**src/rtl/tdet_pkg.sv**
```systemverilog
package tdet_pkg;

    typedef enum logic [1:0] {
        LN_IDLE  = 2'd0,
        LN_SEEK  = 2'd1,
        LN_FOUND = 2'd2
    } lane_st_e;

    typedef struct packed {
        lane_st_e st;
        logic     mute;
    } lane_reg_t;

endpackage

```
**src/rtl/tdet_window.sv**
```systemverilog
module tdet_window #(
    parameter int PRESCALE     = 1000,
    parameter int WINDOW_TICKS = 500
) (
    input  logic clk,
    input  logic rst_n,
    input  logic run_i,
    output logic done_o
);
    localparam int PRE_W  = (PRESCALE > 1) ? $clog2(PRESCALE) : 1;
    localparam int TICK_W = (WINDOW_TICKS > 1) ? $clog2(WINDOW_TICKS) : 1;
    localparam logic [PRE_W-1:0]  PRE_LAST  = PRE_W'(PRESCALE - 1);
    localparam logic [TICK_W-1:0] TICK_LAST = TICK_W'(WINDOW_TICKS - 1);

    typedef struct packed {
        logic [PRE_W-1:0]  pre;
        logic [TICK_W-1:0] tick;
    } win_t;

    win_t win_d, win_q;
    logic pre_wrap;

    always_comb begin
        win_d    = win_q;
        pre_wrap = (win_q.pre == PRE_LAST);
        done_o   = run_i && pre_wrap && (win_q.tick == TICK_LAST);
        if (!run_i) begin
            win_d = '0;
        end else if (pre_wrap) begin
            win_d.pre  = '0;
            win_d.tick = (win_q.tick == TICK_LAST) ? '0 : win_q.tick + 1'b1;
        end else begin
            win_d.pre = win_q.pre + 1'b1;
        end
    end

    always_ff @(posedge clk or negedge rst_n) begin
        if (!rst_n) win_q <= '0;
        else        win_q <= win_d;
    end


    tick_range_chk: assert property (@(posedge clk) disable iff (!rst_n)
        (win_q.tick <= TICK_LAST) && (win_q.pre <= PRE_LAST));


    idle_clear_chk: assert property (@(posedge clk) disable iff (!rst_n)
        !run_i |=> (win_q == '0));

endmodule

```
**src/rtl/tdet_lane.sv**
```systemverilog
module tdet_lane
    import tdet_pkg::*;
#(
    parameter int PRESCALE     = 1000,
    parameter int WINDOW_TICKS = 500
) (
    input  logic clk,
    input  logic rst_n,
    input  logic pwr_en_i,
    input  logic en_i,
    input  logic pd_i,
    input  logic rst_i,
    input  logic act_dis_i,
    input  logic load_i,
    input  logic below_i,
    input  logic above_i,
    output logic rx_term_low_o,
    output logic tx_term_low_o,
    output logic probe_o,
    output logic drv_o,
    output logic mute_o,
    output logic act_o
);
    lane_reg_t lane_d, lane_q;
    logic      hold;
    logic      run;
    logic      win_done;

    assign hold = !pwr_en_i || pd_i || rst_i;
    assign run  = (lane_q.st == LN_SEEK) && !hold;

    tdet_window #(
        .PRESCALE    (PRESCALE),
        .WINDOW_TICKS(WINDOW_TICKS)
    ) u_win (
        .clk   (clk),
        .rst_n (rst_n),
        .run_i (run),
        .done_o(win_done)
    );

    always_comb begin
        lane_d = lane_q;
        if (hold) begin
            lane_d.st = LN_IDLE;
        end else begin
            unique case (lane_q.st)
                LN_IDLE:  lane_d.st = LN_SEEK;
                LN_SEEK:  if (win_done && load_i) lane_d.st = LN_FOUND;
                LN_FOUND: lane_d.st = LN_FOUND;
                default:  lane_d.st = LN_IDLE;
            endcase
        end

        if (lane_d.st != LN_FOUND || act_dis_i) begin
            lane_d.mute = 1'b0;
        end else if (below_i) begin
            lane_d.mute = 1'b1;
        end else if (above_i) begin
            lane_d.mute = 1'b0;
        end
    end

    always_ff @(posedge clk or negedge rst_n) begin
        if (!rst_n) begin
            lane_q.st   <= LN_IDLE;
            lane_q.mute <= 1'b0;
        end else begin
            lane_q <= lane_d;
        end
    end

    assign rx_term_low_o = (lane_q.st == LN_FOUND);
    assign probe_o       = (lane_q.st == LN_SEEK);
    assign drv_o         = rx_term_low_o && en_i;
    assign tx_term_low_o = drv_o;
    assign mute_o        = lane_q.mute;
    assign act_o         = rx_term_low_o && !lane_q.mute;


    pwr_off_chk: assert property (@(posedge clk) disable iff (!rst_n)
        !pwr_en_i |=> (!rx_term_low_o && !probe_o && !drv_o && !mute_o));


    early_find_chk: assert property (@(posedge clk) disable iff (!rst_n)
        (probe_o && !win_done) |=> !rx_term_low_o);


    retry_chk: assert property (@(posedge clk) disable iff (!rst_n)
        (probe_o && win_done && !load_i && !hold) |=> probe_o);


    mute_set_chk: assert property (@(posedge clk) disable iff (!rst_n)
        (rx_term_low_o && !hold && !act_dis_i && below_i) |=> mute_o);


    bypass_chk: assert property (@(posedge clk) disable iff (!rst_n)
        act_dis_i |=> !mute_o);

endmodule

```
**src/rtl/term_detect_seq.sv**
```systemverilog
module term_detect_seq #(
    parameter int NUM_LANES    = 4,
    parameter int PRESCALE     = 1000,
    parameter int WINDOW_TICKS = 500
) (
    input  logic                 clk,
    input  logic                 rst_n,
    input  logic                 pwr_en,
    input  logic [NUM_LANES-1:0] lane_en,
    input  logic [NUM_LANES-1:0] det_pd,
    input  logic [NUM_LANES-1:0] rx_rst,
    input  logic [NUM_LANES-1:0] act_dis,
    input  logic [NUM_LANES-1:0] load_seen,
    input  logic [NUM_LANES-1:0] sig_below,
    input  logic [NUM_LANES-1:0] sig_above,
    output logic [NUM_LANES-1:0] rx_term_low,
    output logic [NUM_LANES-1:0] tx_term_low,
    output logic [NUM_LANES-1:0] probe_en,
    output logic [NUM_LANES-1:0] drv_en,
    output logic [NUM_LANES-1:0] mute,
    output logic [NUM_LANES-1:0] act_flag
);

    for (genvar g = 0; g < NUM_LANES; g++) begin : g_lane
        tdet_lane #(
            .PRESCALE    (PRESCALE),
            .WINDOW_TICKS(WINDOW_TICKS)
        ) u_lane (
            .clk          (clk),
            .rst_n        (rst_n),
            .pwr_en_i     (pwr_en),
            .en_i         (lane_en[g]),
            .pd_i         (det_pd[g]),
            .rst_i        (rx_rst[g]),
            .act_dis_i    (act_dis[g]),
            .load_i       (load_seen[g]),
            .below_i      (sig_below[g]),
            .above_i      (sig_above[g]),
            .rx_term_low_o(rx_term_low[g]),
            .tx_term_low_o(tx_term_low[g]),
            .probe_o      (probe_en[g]),
            .drv_o        (drv_en[g]),
            .mute_o       (mute[g]),
            .act_o        (act_flag[g])
        );
    end


    drv_needs_load_chk: assert property (@(posedge clk) disable iff (!rst_n)
        (drv_en & ~rx_term_low) == '0);

endmodule

```
**config.mk**
```make
export PLATFORM = sky130hd
export DESIGN_NAME = term_detect_seq
export DESIGN_NICKNAME = d
export VERILOG_FILES = /design/src/rtl/tdet_pkg.sv /design/src/rtl/tdet_window.sv /design/src/rtl/tdet_lane.sv /design/src/rtl/term_detect_seq.sv
export SDC_FILE = /design/constraint.sdc
export NUM_CORES = 1
export LEC_CHECK = 0
export BUFFER_PORTS_ARGS = -buffer_cell sky130_fd_sc_hd__buf_2
export CAP_MARGIN = 20
export CELL_PAD_IN_SITES_DETAIL_PLACEMENT = 1
export CELL_PAD_IN_SITES_GLOBAL_PLACEMENT = 1
export CORE_AREA = 2 2 93 162
export CTS_CLUSTER_SIZE = 40
export DETAILED_ROUTE_END_ITERATION = 10
export DIE_AREA = 0 0 95 164
export MAX_ROUTING_LAYER = met4
export PLACE_DENSITY = 0.67
export SYNTH_ARGS = -nofsm -noshare
export SYNTH_HDL_FRONTEND = slang
export SYNTH_HIERARCHICAL = 1
export SYNTH_SLANG_ARGS = --single-unit
```
**constraint.sdc**
```tcl
create_clock -name clk -period 5.2 [get_ports clk]
set_clock_uncertainty 0.2 [all_clocks]
set_input_delay 0.26 -clock clk [delete_from_list [all_inputs] [get_ports clk]]
set_output_delay 0.26 -clock clk [all_outputs]
set_load 0.02 [all_outputs]
```
==> metrics.md <==
| Metric | Value |
|---|---|
| Yosys cell types | `between 40 and 50` |
| CP delay by family, top | `simple AND/OR/NAND/NOR gates` |
| Clock Latency Late Sink | `340 ps` |
| CTS root buffer | `clkbuf_16` |
| Hold Fails Final Rpt | `0` |
| Synth Instances | `484` |
| Reg-to-reg startpoint | `g_lane[2].u_lane/u_win/win_q[9]` |
| Routed via count | `roughly 4k` |
| Synthesized area | `4925 um^2` |
| I/O pin total | `55` |
| Diode count | `0` |
| Maximum clock insertion buffer count | `2` |
| Port bufs | `54` |
| Syn nets | `around 520` |
| Initial antenna violation count | `0` |
| Row cnt | `58` |
| DPL Wire Length | `between 8 and 9 mm` |
| Slew Viols, Final | `0` |
| Leak pwr | `0.002596 uW` |
| Fin nets | `586` |
| Post-synth ARST share | `100.0%` |
| Run status | `finished clean` |
| Clock-pin slew on the worst setup and hold paths | `70 ps` |
| Die X | `95 um` |
| Grt ovf | `0` |
| Fmax | `around 420 MHz` |
| Post-synthesis sequential area ratio | `44.72%` |
| Crit path from | `g_lane[2].u_lane/u_win/win_q[9]` |
| Max-slew headroom | `43.04%` |
| Crit-path cells | `ha_1 -> nand4b_2 -> nor3_4 -> and3_1 -> a31oi_1 -> nor4_2` |
| Routability Congestion | `0.7792` |
| Total negative slack | `0 ps` |
| Syn_area_per_cell | `10.18 um^2` |
| Share of layout cells above drive strength 1 | `about 20%` |
| Initial DRC Count | `88` |
| Largest net degree at the start of global routing | `66` |
| Hold-fix buffers, CTS | `9` |
| Actual slew at the worst max-slew pin | `around 850 ps` |
| Peak supply drop | `between 0.15 and 0.2 mV` |
| Critical Path AT | `2420 ps` |
| Detailed-route wire length | `11.78 mm` |
| Final worst path period need | `2377 ps` |
| Most common cell after layout, fill and taps aside | `dfrtp_1` |
| Required @ worst endpoint | `between 5000 and 6000 ps` |
| DIE AREA | `15,580 um^2` |
| DRT Pass-1 Iters | `4` |
| Max-Cap Viols | `0` |
| Critical Path Slowest Stage Cell | `nor3_4` |
| PwrDens | `259.0 nW/um^2` |
| Synthesis-to-layout area growth | `18.14%` |
| Critical path launch point type | `flop` |
| Vias/cell | `5.417` |
| WP buf/inv | `0` |
| Chip Height | `164 um` |
| CTS tree | `yes` |
| Antenna Nets Post-Route | `0` |
| Critical Path Max Stage Delay | `560 ps` |
| R2r setup slk | `roughly 2800 ps` |
| Crit path max fanout | `15` |
| Post-synth top flop | `dfrtp_1` |
| Commonest cells after routing, fill and taps aside | `88 x dfrtp_1, 53 x buf_2, 48 x nor2_1, 48 x nand2_1, 20 x nand3_1` |
| Post-route clock period utilization | `45.72%` |
| Tot GR Track Use | `between 10% and 20%` |
| Clock buffer count from CTS | `9` |
| Flops & latches, synth | `88` |
| CP Capture Type | `flop` |
| Final setup fails | `0` |
| Wirelength per Cell | `16.09 um` |
| Drt drc | `0` |
| Worst min-delay path category | `in -> reg` |
| Post-synth EDFFs | `0` |
| Vias in the first global route | `4,169` |
| RSZ-0062 raised after global routing | `false` |
| Hold path startpoint | `sig_below[1]` |
| # clock sinks | `88` |
| Core Box Area | `about 14,000 um^2` |
| CP Class | `reg -> reg` |
| First-pass GRT wire length | `20.03 mm` |
| Initial Util | `between 30 and 40%` |
| CTS-repair resized insts | `0` |
| Yosys warns | `6` |
| Final core occ | `40.70%` |
| CTS H-tree lvls | `3` |
| Postcts setup bufs | `0` |
registers in the layout, summed over array words and instances (netlist names):
register and cells:
g_lane.u_lane/lane_q 8, g_lane.u_lane/mute_o 4, g_lane.u_lane/u_win/win_q 76
path summary, 6_finish.rpt:
check,end,depth (start not counted)
max in group asynchronous,g_lane[1].u_lane/lane_q[1],3
max,g_lane[2].u_lane/mute_o,6
max reg2reg,g_lane[2].u_lane/mute_o,6
min in group asynchronous,g_lane[2].u_lane/u_win/win_q[1],2
min reg2reg,g_lane[0].u_lane/u_win/win_q[9],1
min,g_lane[1].u_lane/mute_o,3
logic make-up (layout without fill, tap and decap cells):
kind of cell	count (synthesis)	count (layout)	synth area share, %
buffers and inverters	28	96	3.049
muxes	12	12	2.439
adders and majority gates	8	8	2.033
AOI/OAI and AO/OA	76	76	12.30
DFF	88	88	44.72
xor gates and xnor gates	24	24	4.268
and+or+nand+nor	248	248	31.20
cell type report:
| type | count | area, um^2 |
|---|---|---|
| clock inverter | 7 | 123.9 |
| tap | 180 | 225.2 |
| sequential | 88 | 2202 |
| multi-input combinational | 368 | 2592 |
| clock buffer | 9 | 225.2 |
| timing repair buffer | 68 | 404.1 |
| inverter | 12 | 45.04 |
| fill | 1613 | 8478 |
metrics by stage:
| stage | instances | area, um^2 | hold slack [ps] | worst slack, ps | total power, uW |
|---|---|---|---|---|---|
| global placement | 706 | 5368 | -18.25 | 2472 | 745.3 |
| global route | 732 | 5818 | 13.55 | 2623 | 1559 |
| detailed placement | 706 | 5368 | -13.51 | 2354 | 746.6 |
| CTS | 731 | 5807 | 4.495 | 2728 | 1532 |
| floorplan | 484 | 4925 | -235.6 | 3111 | 713.0 |
| finish | 732 | 5818 | 1.635 | 2823 | 1507 |
cells in the mapped netlist, drive strengths merged (12+ instances only):
cell type	count	area share [%]
and2	12	1.5
xnor2	12	2.1
nand4	12	1.5
mux2i	12	2.4
nor3	12	2.1
and4	12	2.1
dfrtp	88	45
nor2	48	3.7
inv	12	0.91
nand3	20	2.0
o21ai	16	1.6
xor2	12	2.1
nand2	52	4.6
nor2b	12	1.5
where the power goes:
group	leakage, uW	internal [uW]	switching, uW
Clock	0.000167	475	295
Combinational	0.00120	20.5	29.3
Sequential	0.00123	686	1.56
Total	0.00260	1180	326
per-layer routing:
layer	vias to the layer above	wire length, um	track usage (%)
met5	-	0	-
met2	69	6160	28.66
met1	1990	4915	19.28
met4	0	318	6.456
li1	1886	-	-
met3	20	384	3.028
worst min-delay path: stages:
cell and delay (ps):
buf_2 70, a21oi_1 40, nor4_2 110
Power figures use the tool's default switching activity.
